**src/rtl/comb_pkg.sv**
```systemverilog
package comb_pkg;
  localparam int LANE_W         = 8;
  localparam int LANES_PER_BANK = 4;
  localparam int BANK_W_BITS    = LANE_W * LANES_PER_BANK;
  localparam int STRIDE_LSB     = 4;

  typedef enum logic [1:0] {
    SEL_SET  = 2'd0,
    SEL_CLR  = 2'd1,
    SEL_NONE = 2'd2,
    SEL_STAT = 2'd3
  } reg_sel_e;
endpackage

```
**src/rtl/comb_sync.sv**
```systemverilog
module comb_sync #(
  parameter int WIDTH  = 8,
  parameter int STAGES = 2
) (
  input  logic             clk,
  input  logic             rst,
  input  logic [WIDTH-1:0] d_in,
  output logic [WIDTH-1:0] d_out
);
  logic [WIDTH-1:0] stage_q [STAGES];

  genvar s;
  generate
    for (s = 0; s < STAGES; s++) begin : g_stage
      if (s == 0) begin : g_first
        always_ff @(posedge clk) begin
          if (rst) stage_q[0] <= '0;
          else     stage_q[0] <= d_in;
        end
      end else begin : g_next
        always_ff @(posedge clk) begin
          if (rst) stage_q[s] <= '0;
          else     stage_q[s] <= stage_q[s-1];
        end
      end
    end
  endgenerate

  assign d_out = stage_q[STAGES-1];
endmodule

```
**src/rtl/comb_bank.sv**
```systemverilog
module comb_bank
  import comb_pkg::*;
#(
  parameter int LANES = 4
) (
  input  logic                   clk,
  input  logic                   rst,
  input  logic                   wr_set,
  input  logic                   wr_clr,
  input  logic [BANK_W_BITS-1:0] wdata,
  input  logic [BANK_W_BITS-1:0] src_sync,
  output logic [BANK_W_BITS-1:0] en_q,
  output logic [BANK_W_BITS-1:0] status,
  output logic [LANES_PER_BANK-1:0] irq
);
  localparam int USED_BITS = LANES * LANE_W;
  localparam logic [BANK_W_BITS-1:0] LANE_MASK =
    (USED_BITS >= BANK_W_BITS) ? '1 : ((BANK_W_BITS'(1) << USED_BITS) - 1'b1);

  logic [BANK_W_BITS-1:0] en_d;

  always_comb begin
    en_d = en_q;
    if (wr_set) en_d = en_d | wdata;
    if (wr_clr) en_d = en_d & ~wdata;
    en_d = en_d & LANE_MASK;
  end

  always_ff @(posedge clk) begin
    if (rst) en_q <= '0;
    else     en_q <= en_d;
  end

  assign status = src_sync & en_q;

  genvar l;
  generate
    for (l = 0; l < LANES_PER_BANK; l++) begin : g_lane
      if (l < LANES) begin : g_used
        assign irq[l] = |status[l*LANE_W +: LANE_W];
      end else begin : g_unused
        assign irq[l] = 1'b0;
      end
    end
  endgenerate
endmodule

```
**src/rtl/irq_group_combiner.sv**
```systemverilog
module irq_group_combiner
  import comb_pkg::*;
#(
  parameter int NUM_GROUPS  = 20,
  parameter int ADDR_W      = 8,
  parameter int SYNC_STAGES = 2
) (
  input  logic                         clk,
  input  logic                         rst,
  input  logic                         reg_en,
  input  logic                         reg_we,
  input  logic [ADDR_W-1:0]            reg_addr,
  input  logic [31:0]                  reg_wdata,
  output logic                         rd_valid,
  output logic [31:0]                  rd_data,
  input  logic [NUM_GROUPS*LANE_W-1:0] src_in,
  output logic [NUM_GROUPS-1:0]        grp_irq
);
  localparam int NUM_BANKS = (NUM_GROUPS + LANES_PER_BANK - 1) / LANES_PER_BANK;
  localparam int SRC_W     = NUM_GROUPS * LANE_W;
  localparam int PAD_W     = NUM_BANKS * BANK_W_BITS;
  localparam int BANK_W    = ADDR_W - STRIDE_LSB;

  logic [SRC_W-1:0]  src_sync;
  logic [PAD_W-1:0]  src_pad;
  logic [NUM_BANKS*LANES_PER_BANK-1:0] irq_all;
  logic [BANK_W_BITS-1:0] en_w   [NUM_BANKS];
  logic [BANK_W_BITS-1:0] stat_w [NUM_BANKS];

  logic [BANK_W-1:0] bank_idx;
  reg_sel_e          sel;
  logic              bank_ok;
  logic [31:0]       rd_d;
  logic [1:0]        unused_lsb;

  assign unused_lsb = reg_addr[1:0];
  assign bank_idx   = reg_addr[ADDR_W-1:STRIDE_LSB];
  assign sel        = reg_sel_e'(reg_addr[3:2]);
  assign bank_ok    = (int'(bank_idx) < NUM_BANKS);

  comb_sync #(.WIDTH(SRC_W), .STAGES(SYNC_STAGES)) sync_i (
    .clk   (clk),
    .rst   (rst),
    .d_in  (src_in),
    .d_out (src_sync)
  );

  generate
    if (PAD_W > SRC_W) begin : g_pad
      assign src_pad = {{(PAD_W-SRC_W){1'b0}}, src_sync};
    end else begin : g_nopad
      assign src_pad = src_sync;
    end
  endgenerate

  genvar b;
  generate
    for (b = 0; b < NUM_BANKS; b++) begin : g_bank
      localparam int LEFT  = NUM_GROUPS - b * LANES_PER_BANK;
      localparam int LANES = (LEFT > LANES_PER_BANK) ? LANES_PER_BANK : LEFT;
      logic hit;
      assign hit = reg_en && reg_we && (int'(bank_idx) == b);

      comb_bank #(.LANES(LANES)) bank_i (
        .clk      (clk),
        .rst      (rst),
        .wr_set   (hit && (sel == SEL_SET)),
        .wr_clr   (hit && (sel == SEL_CLR)),
        .wdata    (reg_wdata),
        .src_sync (src_pad[b*BANK_W_BITS +: BANK_W_BITS]),
        .en_q     (en_w[b]),
        .status   (stat_w[b]),
        .irq      (irq_all[b*LANES_PER_BANK +: LANES_PER_BANK])
      );
    end
  endgenerate

  always_comb begin
    rd_d = '0;
    for (int i = 0; i < NUM_BANKS; i++) begin
      if (bank_ok && (int'(bank_idx) == i)) begin
        unique case (sel)
          SEL_SET, SEL_CLR: rd_d = en_w[i];
          SEL_STAT:         rd_d = stat_w[i];
          default:          rd_d = '0;
        endcase
      end
    end
  end

  always_ff @(posedge clk) begin
    if (rst) begin
      rd_valid <= 1'b0;
      rd_data  <= '0;
    end else begin
      rd_valid <= reg_en && !reg_we;
      if (reg_en && !reg_we) rd_data <= rd_d;
    end
  end

  assign grp_irq = irq_all[NUM_GROUPS-1:0];
endmodule

```
**config.mk**
```make
export PLATFORM = sky130hd
export DESIGN_NAME = irq_group_combiner
export DESIGN_NICKNAME = d
export VERILOG_FILES = /design/src/rtl/comb_pkg.sv /design/src/rtl/comb_sync.sv /design/src/rtl/comb_bank.sv /design/src/rtl/irq_group_combiner.sv
export SDC_FILE = /design/constraint.sdc
export NUM_CORES = 1
export LEC_CHECK = 0
export BUFFER_PORTS_ARGS = -buffer_cell sky130_fd_sc_hd__buf_2
export CAP_MARGIN = 5
export CORE_ASPECT_RATIO = 1.75
export CORE_MARGIN = 5
export CORE_UTILIZATION = 40
export CTS_BUF_LIST = sky130_fd_sc_hd__clkbuf_16
export DETAILED_ROUTE_END_ITERATION = 8
export PLACE_DENSITY_LB_ADDON = 0.08
export SLEW_MARGIN = 0
export SYNTH_ARGS = -nofsm -noshare
export SYNTH_HDL_FRONTEND = slang
export SYNTH_SLANG_ARGS = --single-unit
export TNS_END_PERCENT = 100
```
**constraint.sdc**
```tcl
create_clock -name clk -period 1.38 [get_ports clk]
set_input_delay 0.207 -clock clk [delete_from_list [all_inputs] [get_ports clk]]
set_output_delay 0.207 -clock clk [all_outputs]
set_load 0.02 [all_outputs]
```
==> impl_metrics.tcl, run 1 <==
set metrics [dict create \
    die-area_mm2 0.0531 \
    worstSkewPairLatency_ps 570 \
    leakagePower_nw 10.2 \
    p_per_area_mw_per_mm2 1200 \
    crit_buf_inv 1 \
    n_fill_cell 4409 \
    syn_area_mm2 0.0194 \
    dieHeight_um 301 \
    grt_overflow_total 0 \
    reg2reg_to "rd_data[0]$_SDFFE_PP0P_" \
    grt_pass1_wl_um 115000 \
    ys_ff_latch 513 \
    crit_family "flip-flops" \
    clkTransAtPathRegs_ps 70 \
    finalCritPeriodShare_pct 138 \
    startpoint_type "flop" \
    numCtsBuffers 48 \
    critical_path_depth 3 \
    vias 18200 \
    cts_max_level 2 \
    crit_slowest_cell "dfxtp_2" \
    fin_skew_ps 25.7 \
    syn2layout_area_growth_pct 39.7 \
    fin_nets 2935 \
    cp_data_arrival_time_ps 1700 \
    rsz0062_at_grt "yes" \
    multi_input_area_mm2 0.00873 \
    status "finished, violations left" \
    peakVddDrop_uv 1070 \
    critPathCapture "grp_irq[5]" \
    drive_above_1_share_pct 27.2 \
    worstPathRequired_ps 1170 \
    via_per_inst 5.32 \
    slew_violations 0 \
    ys_types 50 \
    drcViolationCount 0 \
    finalSetupViolations 20 \
    yosys_warnings 0 \
    coreArea_mm2 0.0479 \
    drt_iter0_markers 1374 \
    start_util_pct 40.5 \
    syn_nets 2399 \
    ys.flop_type "dfxtp_1" \
    cts_tree "built" \
    finalSetupTns_ps -6070 \
    routed_wl_um 79500 \
    first_global_vias 18800 \
    avgRoutedWirePerCell_um 23.2 \
    portBuffers 254 \
    cts_buffer_depth 3 \
    slew_headroom_pct 66.9 \
    syn_avg_cell_area_um2 8.83 \
    cts.sinks 513 \
    dp_cells 3142 \
    worst-r2r-cell-count 6 \
    fmax_mhz 525 \
    total_power_w 0.0324 \
    clockRootBuffer "clkbuf_16" \
    ys_top_cells_by_area "dfxtp_1, nor2b_1, a21oi_1" \
    reg2reg_setup_slack_ps 0 \
    path_max_fanout 3 \
    hold_viol_final 0 \
    ios 257 \
    worst-setup-path-type "reg -> out" \
    layout_min_cycle_time_ps 1900 \
    max_cap_viol_count 0 \
    num_rows 106 \
    worstMarginPinSlew_ps 496 \
    routabilityCongestion 1.00 \
    synth_enable_flop_cells 0 \
    seq_area_frac_synth_pct 53.0 \
    ant_nets 0 \
    cpPeakStageDelay_ps 340 \
    antenna_found_initial 2 \
    firstDrtPassIters 6 \
    ys_async_sr_fraction_pct 0 \
    dpl_worst_slack_ps -635 \
    layoutNonFillerInstCount 3419 \
    synth_top_cell_area_share_pct 53.0 \
    crit_path_end_kind "output pin" \
    synth.largest_area_cell "dfxtp_1" \
    dieWidth_um 176 \
    regToRegStartpoint "sync_i.stage_q[1][96]$_SDFF_PP0_" \
    hold_class "in -> reg" \
    dp_hpwl_um 58800 \
    seq_area_mm2 0.0104 \
    grt_usage_pct 28.9 \
    violations "setup timing" \
    synthCells 2195 \
    worstPathCellList "a22oi_2 > nand4_1 > buf_4" \
    setup_ws_ps -524 \
    grt_max_degree 72 \
]
-- worst reg2reg max path: cells and delay by family, from the launching register on --
family | cells | cell delay, ps
AO/OA/AOI/OAI | 4 | 540
buffers and inverters | 2 | 400
flip-flops | 1 | 340
-- placed cells by master, fill, tap and decap left out, types with 7 or more instances in the layout --
cell / count
dfxtp_1: 399
nor2b_1: 321
nand2_1: 320
a21oi_1: 244
buf_2: 220
o21ai_0: 195
buf_4: 194
dlygate4sd3_1: 183
dfxtp_2: 104
inv_1: 72
a21boi_0: 68
a22oi_2: 61
clkbuf_16: 49
nand2b_1: 42
buf_12: 34
nand4_1: 21
a22oi_1: 20
o221ai_1: 18
nor2_1: 14
a211oi_1: 11
buf_6: 11
dfxtp_4: 10
a211oi_2: 9
o211ai_1: 8
clkinv_2: 8
bufinv_16: 8
o32ai_1: 7
clkinv_1: 7
o311ai_1: 7
o21ai_1: 7
o31ai_1: 7
a32oi_1: 7
-- power breakdown --
| part | total, W | switching, W | internal [W] |
|---|---|---|---|
| clock network | 0.0139 | 0.00596 | 0.00798 |
| logic | 0.00283 | 0.00149 | 0.00134 |
| registers | 0.0156 | 0.000303 | 0.0153 |
| total | 0.0324 | 0.00776 | 0.0246 |
-- layout make-up --
type	count	share of cell area [%]
Sequential cell	513	38.6
Clock inverter	39	1.52
Timing Repair Buffer	643	19.2
Clock buffer	49	4.53
Inverter	66	0.915
Antenna cell	2	0.0185
Multi-Input combinational cell	1459	32.2
Tap cell	648	2.99
-- cell usage after synthesis (2+ instances only) --
library cell and n:
a21oi_1 245, o31ai_1 7, a221oi_1 4, nor2_1 15, a311oi_1 6, a2111oi_0 4, nand4_1 21, a211oi_1 20
dfxtp_1 513, o22ai_1 5, o311ai_0 10, o21ai_0 195, buf_1 3, clkbuf_1 118, a31oi_1 5, inv_1 65
o21ai_1 7, a21bo_2 2, o211ai_1 8, a32oi_1 7, nor3_1 5, nand3_1 2, a22oi_1 81, buf_2 32
nand2b_1 42, o32ai_1 10, nor2b_1 323, nand2_1 321, buf_6 3, o221ai_1 23, a21boi_0 74
-- kinds of logic after synthesis --
group / synth area share, %
AOI/OAI and AO/OA: 22.3
buffers and inverters: 4.65
DFF: 53.0
muxes: 0.0516
and+or+nand+nor: 20.0
-- metal layers --
| layer | wire, um | vias up | GRT usage (%) |
|---|---|---|---|
| met3 | 3120 | 307 | 3.11 |
| met4 | 8930 | 0 | 26.1 |
| met2 | 42100 | 731 | 54.3 |
| met5 | 0 | - | 0 |
| met1 | 25300 | 8605 | 26.9 |
| li1 | - | 8562 | - |
-- worst min path at each step --
stage / start / endpoint / slack, ps / cells past startpoint
after floorplan: src_in[0] / sync_i.stage_q[0][0]$_SDFF_PP0_ / 340 / 1
after global placement: src_in[70] / sync_i.stage_q[0][70]$_SDFF_PP0_ / 420 / 2
after global routing: reg_wdata[25] / flop / 50 / 4
after CTS: reg_wdata[4] / flop / 40 / 4
final: reg_wdata[30] / flop / 60 / 4
after detailed placement: src_in[65] / sync_i.stage_q[0][65]$_SDFF_PP0_ / 420 / 2
-- repair_timing --
action                                  CTS  global route
endpoints found under the setup margin   35            44
hold endpoints to repair                270             0
gates resized for setup                 192            78
setup buffers                            15             3
hold buffers                            183             0
pin swaps                                56            30
-- per-stage QoR --
step           utilization (%)  hold WS (ps)  instance area (um^2)
6_report                  56.5          63.6                 27100
2_1_floorplan                -           335                 19500
5_1_grt                   56.5          52.5                 27100
4_1_cts                   56.0          36.2                 26800
3_3_place_gp              47.7           416                 22800
3_5_place_dp              47.7           419                 22800
Power figures use the tool's default switching activity.
==> run 2: changes to the inputs <==
GPL_TIMING_DRIVEN = 0   (was unset)
==> run 2 against run 1 <==
  * The flow still finishes with violations (setup timing)
  * Combinational power increased by 3%
  * Sequential power hardly changed
  * Core utilization fell by 0.80 points
  * Total power hardly changed
  * Sequential cell count did not move
  * Non-clock buffer count decreased by 4
  * Count of clock-buffer cells in the layout down 1
  * Setup slack better by 130 ps
  * Via count up 3.3%
  * Clock power hardly changed
  * First-iteration DRC count rose by 2.5%
  * Critical path type unchanged
  * Largest power group unchanged
==> impl_metrics.tcl, run 2 (same netlist as run 1, synthesis figures left out) <==
set metrics [dict create \
    dp_hpwl_um 70900 \
    drcViolationCount 0 \
    drive_above_1_share_pct 27.4 \
    seq_power_share_pct 48.2 \
    dieWidth_um 176 \
    grt_max_degree 18 \
    grt_usage_pct 33.4 \
    status "finished, violations left" \
    antenna_found_initial 2 \
    worstMarginPinSlew_ps 904 \
    power_frac_clock_pct 42.8 \
    worstSkewPairLatency_ps 590 \
    grt_pass1_wl_um 128000 \
    fin_nets 2930 \
    layout.cells.most_common "dfxtp_1" \
    layoutNonFillerInstCount 3414 \
    crit_path_end_kind "output pin" \
    ant_nets 0 \
    routed_wl_um 91700 \
    whs_ps 201 \
    fmax_mhz 563 \
    n_fill_cell 4377 \
    die-area_mm2 0.0531 \
    clkTransAtPathRegs_ps 70 \
    power_switching_w 0.00816 \
    cts.sinks 513 \
    rsz0062_at_grt "yes" \
    via_per_inst 5.51 \
    startpoint_type "flop" \
    cts_tree "built" \
    ios 257 \
    grt_overflow_total 0 \
    firstDrtPassIters 5 \
    swShare_pct 25.2 \
    syn2layout_area_growth_pct 37.7 \
    portBuffers 252 \
    coreArea_mm2 0.0479 \
    fin_skew_ps 21.9 \
    dieHeight_um 301 \
    routabilityCongestion 0.989 \
    placed_area_mm2 0.0215 \
    finalSetupViolations 26 \
    vias 18800 \
    start_util_pct 40.5 \
    slew_violations 0 \
    avgRoutedWirePerCell_um 26.9 \
    combPwrFrac_pct 9.0 \
    p_per_area_mw_per_mm2 1210 \
    cts_buffer_depth 3 \
    worstPathRequired_ps 1170 \
    hold_viol_final 0 \
    cp_data_arrival_time_ps 1570 \
    cell_internal_pwr_w 0.0242 \
    dp_cells 3095 \
    drt_iter0_markers 1409 \
    numCtsBuffers 47 \
    setup_ws_ps -395 \
    most-common-layout-cells "dfxtp_1, nor2b_1, nand2_1" \
    hold_class "in -> reg" \
    num_rows 106 \
    total_power_w 0.0323 \
    clockRootBuffer "clkbuf_16" \
    path_max_fanout 2 \
    worst-setup-path-type "reg -> out" \
    violations "setup timing" \
    max_cap_viol_count 0 \
    finalCritPeriodShare_pct 129 \
    peakVddDrop_uv 1090 \
    layout_min_cycle_time_ps 1780 \
    leakagePower_nw 9.78 \
    first_global_vias 19300 \
    cts_max_level 2 \
    finalInstanceArea_mm2 0.0267 \
    slew_headroom_pct 39.7 \
]
## run 2: routing by layer
layer  GRT usage, %  wire, um  share of wire (%)  up-vias
met5              0         0                  0        -
met4           32.3     11300                 12        0
met3           3.30      3700                4.0      346
met2           59.7     46200                 50      842
met1           33.0     30600                 33     9057
li1               -         -                  -     8569
## run 2: critical path, cell delays in order, from the launching register on
cell and delay (ps):
dfxtp_4 340, a22oi_2 210, nand4_1 220, buf_6 200
## run 2: final timing paths
path,startpoint,endpoint,slack [ps],cells past startpoint
worst max-delay path,flop,grp_irq[4],-400,3
worst min-delay path,rst,rd_data[1]$_SDFFE_PP0P_,200,4
worst max register to register,sync_i.stage_q[1][15]$_SDFF_PP0_,rd_data[15]$_SDFFE_PP0P_,-50,5
worst min register to register,sync_i.stage_q[0][3]$_SDFF_PP0_,sync_i.stage_q[1][3]$_SDFF_PP0_,420,1
## run 2: cell type report
type / instances / area (um^2) / share of cell area [%]
sequential: 513 / 10500 / 39.4
multi-input combinational: 1459 / 9030 / 33.8
timing repair buffer: 482 / 3570 / 13.4
clock buffer: 48 / 1200 / 4.50
buffer: 157 / 897 / 3.36
tap: 648 / 811 / 3.04
clock inverter: 39 / 412 / 1.54
inverter: 66 / 251 / 0.942
antenna: 2 / 5.00 / 0.0188
## run 2: per-stage QoR
step | worst slack [ps] | utilization (%) | TNS [ps]
2_1_floorplan | -48.8 | - | -2490
3_3_place_gp | -1650 | 45.0 | -414530
3_5_place_dp | -1600 | 45.0 | -428270
4_1_cts | -425 | 55.1 | -6620
5_1_grt | -415 | 55.7 | -7090
6_report | -395 | 55.7 | -6180
## run 2: timing repair
action                     CTS  global route
setup buffers               34             4
gates resized for setup    399           108
pin swaps                   73            30
hold endpoints to repair   317             0
hold buffers               192             0
setup endpoints to repair  341           187
## run 2: power by group through the flow
stage               Sequential, W  Clock (W)  Combinational, W
CTS                        0.0156     0.0140           0.00282
global route               0.0156     0.0145           0.00306
global placement           0.0159          0           0.00221
detailed placement         0.0159          0           0.00223
finish                     0.0156     0.0138           0.00291
floorplan                  0.0158          0           0.00103
==> run 3: changes to the inputs <==
CORE_UTILIZATION = 52   (was 40)
==> run 3 against run 2 <==
  * The flow still finishes with violations (setup timing)
  * Combinational power decreased by 3%
  * Critical path depth unchanged
  * Via count increased by 1.4%
  * Core utilization increased by 15 points
  * Design area decreased by 1.9%
  * Clock skew decreased by 2.7 ps
  * Sequential power about the same
  * Total power decreased by 1.0%
  * Largest cell class unchanged
  * Largest power group unchanged
==> impl_metrics.tcl, run 3 (same netlist as run 1, synthesis figures left out) <==
set metrics [dict create \
    power_switching_w 0.00793 \
    p_per_area_mw_per_mm2 1220 \
    dp_cells 2922 \
    drive_above_1_share_pct 25.3 \
    reg2reg_to "rd_data[19]$_SDFFE_PP0P_" \
    peakVddDrop_uv 1460 \
    cp_data_arrival_time_ps 1550 \
    layout_min_cycle_time_ps 1750 \
    dp_hpwl_um 61100 \
    startpoint_type "flop" \
    antenna_found_initial 2 \
    worstPathRequired_ps 1170 \
    dieWidth_um 156 \
    coreArea_mm2 0.0369 \
    leakagePower_nw 9.68 \
    max_cap_viol_count 0 \
    worstHoldPathCells 4 \
    hold_end "rd_data[31]$_SDFFE_PP0P_" \
    rsz0062_at_grt "yes" \
    cell_internal_pwr_w 0.0241 \
    reg2reg_setup_slack_ps -30 \
    finalSetupTns_ps -5570 \
    slew_violations 0 \
    avgRoutedWirePerCell_um 26.0 \
    most-common-layout-cells "dfxtp_1, nor2b_1, nand2_1" \
    utilization_pct 71.0 \
    crit_path_end_kind "output pin" \
    n_fill_cell 2772 \
    clkTransAtPathRegs_ps 70 \
    die-area_mm2 0.0414 \
    cts_max_level 2 \
    worst-setup-path-type "reg -> out" \
    via_per_inst 5.91 \
    routed_wl_um 84000 \
    worstMarginPinSlew_ps 779 \
    clockRootBuffer "clkbuf_16" \
    cts.sinks 513 \
    grt_pass1_wl_um 119000 \
    syn2layout_area_growth_pct 35.0 \
    worstPathCellList "a22oi_2 > nand4_1 > buf_6" \
    first_global_vias 19400 \
    ios 257 \
    routabilityCongestion 1.02 \
    start_util_pct 52.6 \
    grt_overflow_total 0 \
    violations "setup timing" \
    cts_tree "built" \
    slew_headroom_pct 48.1 \
    status "finished, violations left" \
    portBuffers 252 \
    drt_iter0_markers 1851 \
    combPwrFrac_pct 8.9 \
    grt_max_degree 18 \
    worstSkewPairLatency_ps 570 \
    power_frac_clock_pct 42.4 \
    num_rows 93 \
    hold_start "reg_addr[6]" \
    drcViolationCount 0 \
    path_max_fanout 2 \
    numCtsBuffers 46 \
    ant_nets 0 \
    setup_ws_ps -375 \
    firstDrtPassIters 6 \
    seq_power_share_pct 48.7 \
    vias 19100 \
    crit_slowest_cell "dfxtp_2" \
    layout.cells.most_common "dfxtp_1" \
    fin_nets 2917 \
    worst-r2r-cell-count 4 \
    regToRegStartpoint "sync_i.stage_q[1][19]$_SDFF_PP0_" \
    hold_viol_final 0 \
    hold_class "in -> reg" \
    finalCritPeriodShare_pct 127 \
    fmax_mhz 570 \
    dieHeight_um 265 \
    cpPeakStageDelay_ps 350 \
    layoutNonFillerInstCount 3227 \
    finalSetupViolations 25 \
    grt_usage_pct 39.2 \
    swShare_pct 24.8 \
    fin_skew_ps 19.3 \
    cts_buffer_depth 3 \
]
-- run 3: final cells by class --
class / count / area [um^2] / share of cell area (%)
buffer: 156 / 875 / 3.34
tap: 475 / 594 / 2.27
clock inverter: 34 / 353 / 1.35
timing repair buffer: 471 / 3480 / 13.3
clock buffer: 49 / 1230 / 4.68
multi-input combinational: 1459 / 8960 / 34.2
inverter: 66 / 255 / 0.975
antenna: 4 / 10.0 / 0.0382
sequential: 513 / 10400 / 39.8
-- run 3: stage by stage --
stage / cell area (um^2) / hold slack [ps] / setup slack [ps] / total power, W
final: 26200 / 156 / -375 / 0.0320
after global routing: 26200 / 158 / -378 / 0.0327
after CTS: 25800 / 130 / -386 / 0.0318
after detailed placement: 21300 / 420 / -1470 / 0.0180
after global placement: 21300 / 418 / -1490 / 0.0180
after floorplan: 19500 / 335 / -48.8 / 0.0168
-- run 3: routing by layer --
layer / GRT usage [%] / part of all wire [%] / wire (um)
met4: 37.2 / 12 / 10000
met3: 6.04 / 6.2 / 5230
met5: 0 / 0 / 0
met1: 38.4 / 32 / 26600
met2: 68.7 / 50 / 42100
-- run 3: how the worst max path moves through the flow --
stage,start,endpoint,cells past startpoint
after global placement,reg_addr[3],rd_data[29]$_SDFFE_PP0P_,7
after global routing,flop,grp_irq[9],3
after floorplan,reg_addr[6],flop,7
after CTS,flop,grp_irq[9],3
after detailed placement,reg_addr[3],rd_data[28]$_SDFFE_PP0P_,7
final,sync_i.stage_q[1][47]$_SDFF_PP0_,grp_irq[5],3
-- run 3: power groups by stage --
stage	Combinational (W)	Clock, W	Sequential [W]
floorplan	0.00103	0	0.0158
global placement	0.00207	0	0.0159
detailed placement	0.00211	0	0.0159
CTS	0.00265	0.0136	0.0156
global route	0.00296	0.0142	0.0156
finish	0.00283	0.0136	0.0156
-- run 3: timing repair --
action	CTS	global route
endpoints found under the hold margin	318	0
hold buffers	192	0
setup endpoints to repair	334	164
pin swaps	71	35
resized for setup	309	123
setup buffers	21	6
-- run 3: critical path: cells and delay by family (launching register included) --
family	cells	cell delay (ps)
flops	1	350
simple gates	1	220
compound gates	1	200
buf+inv	1	200
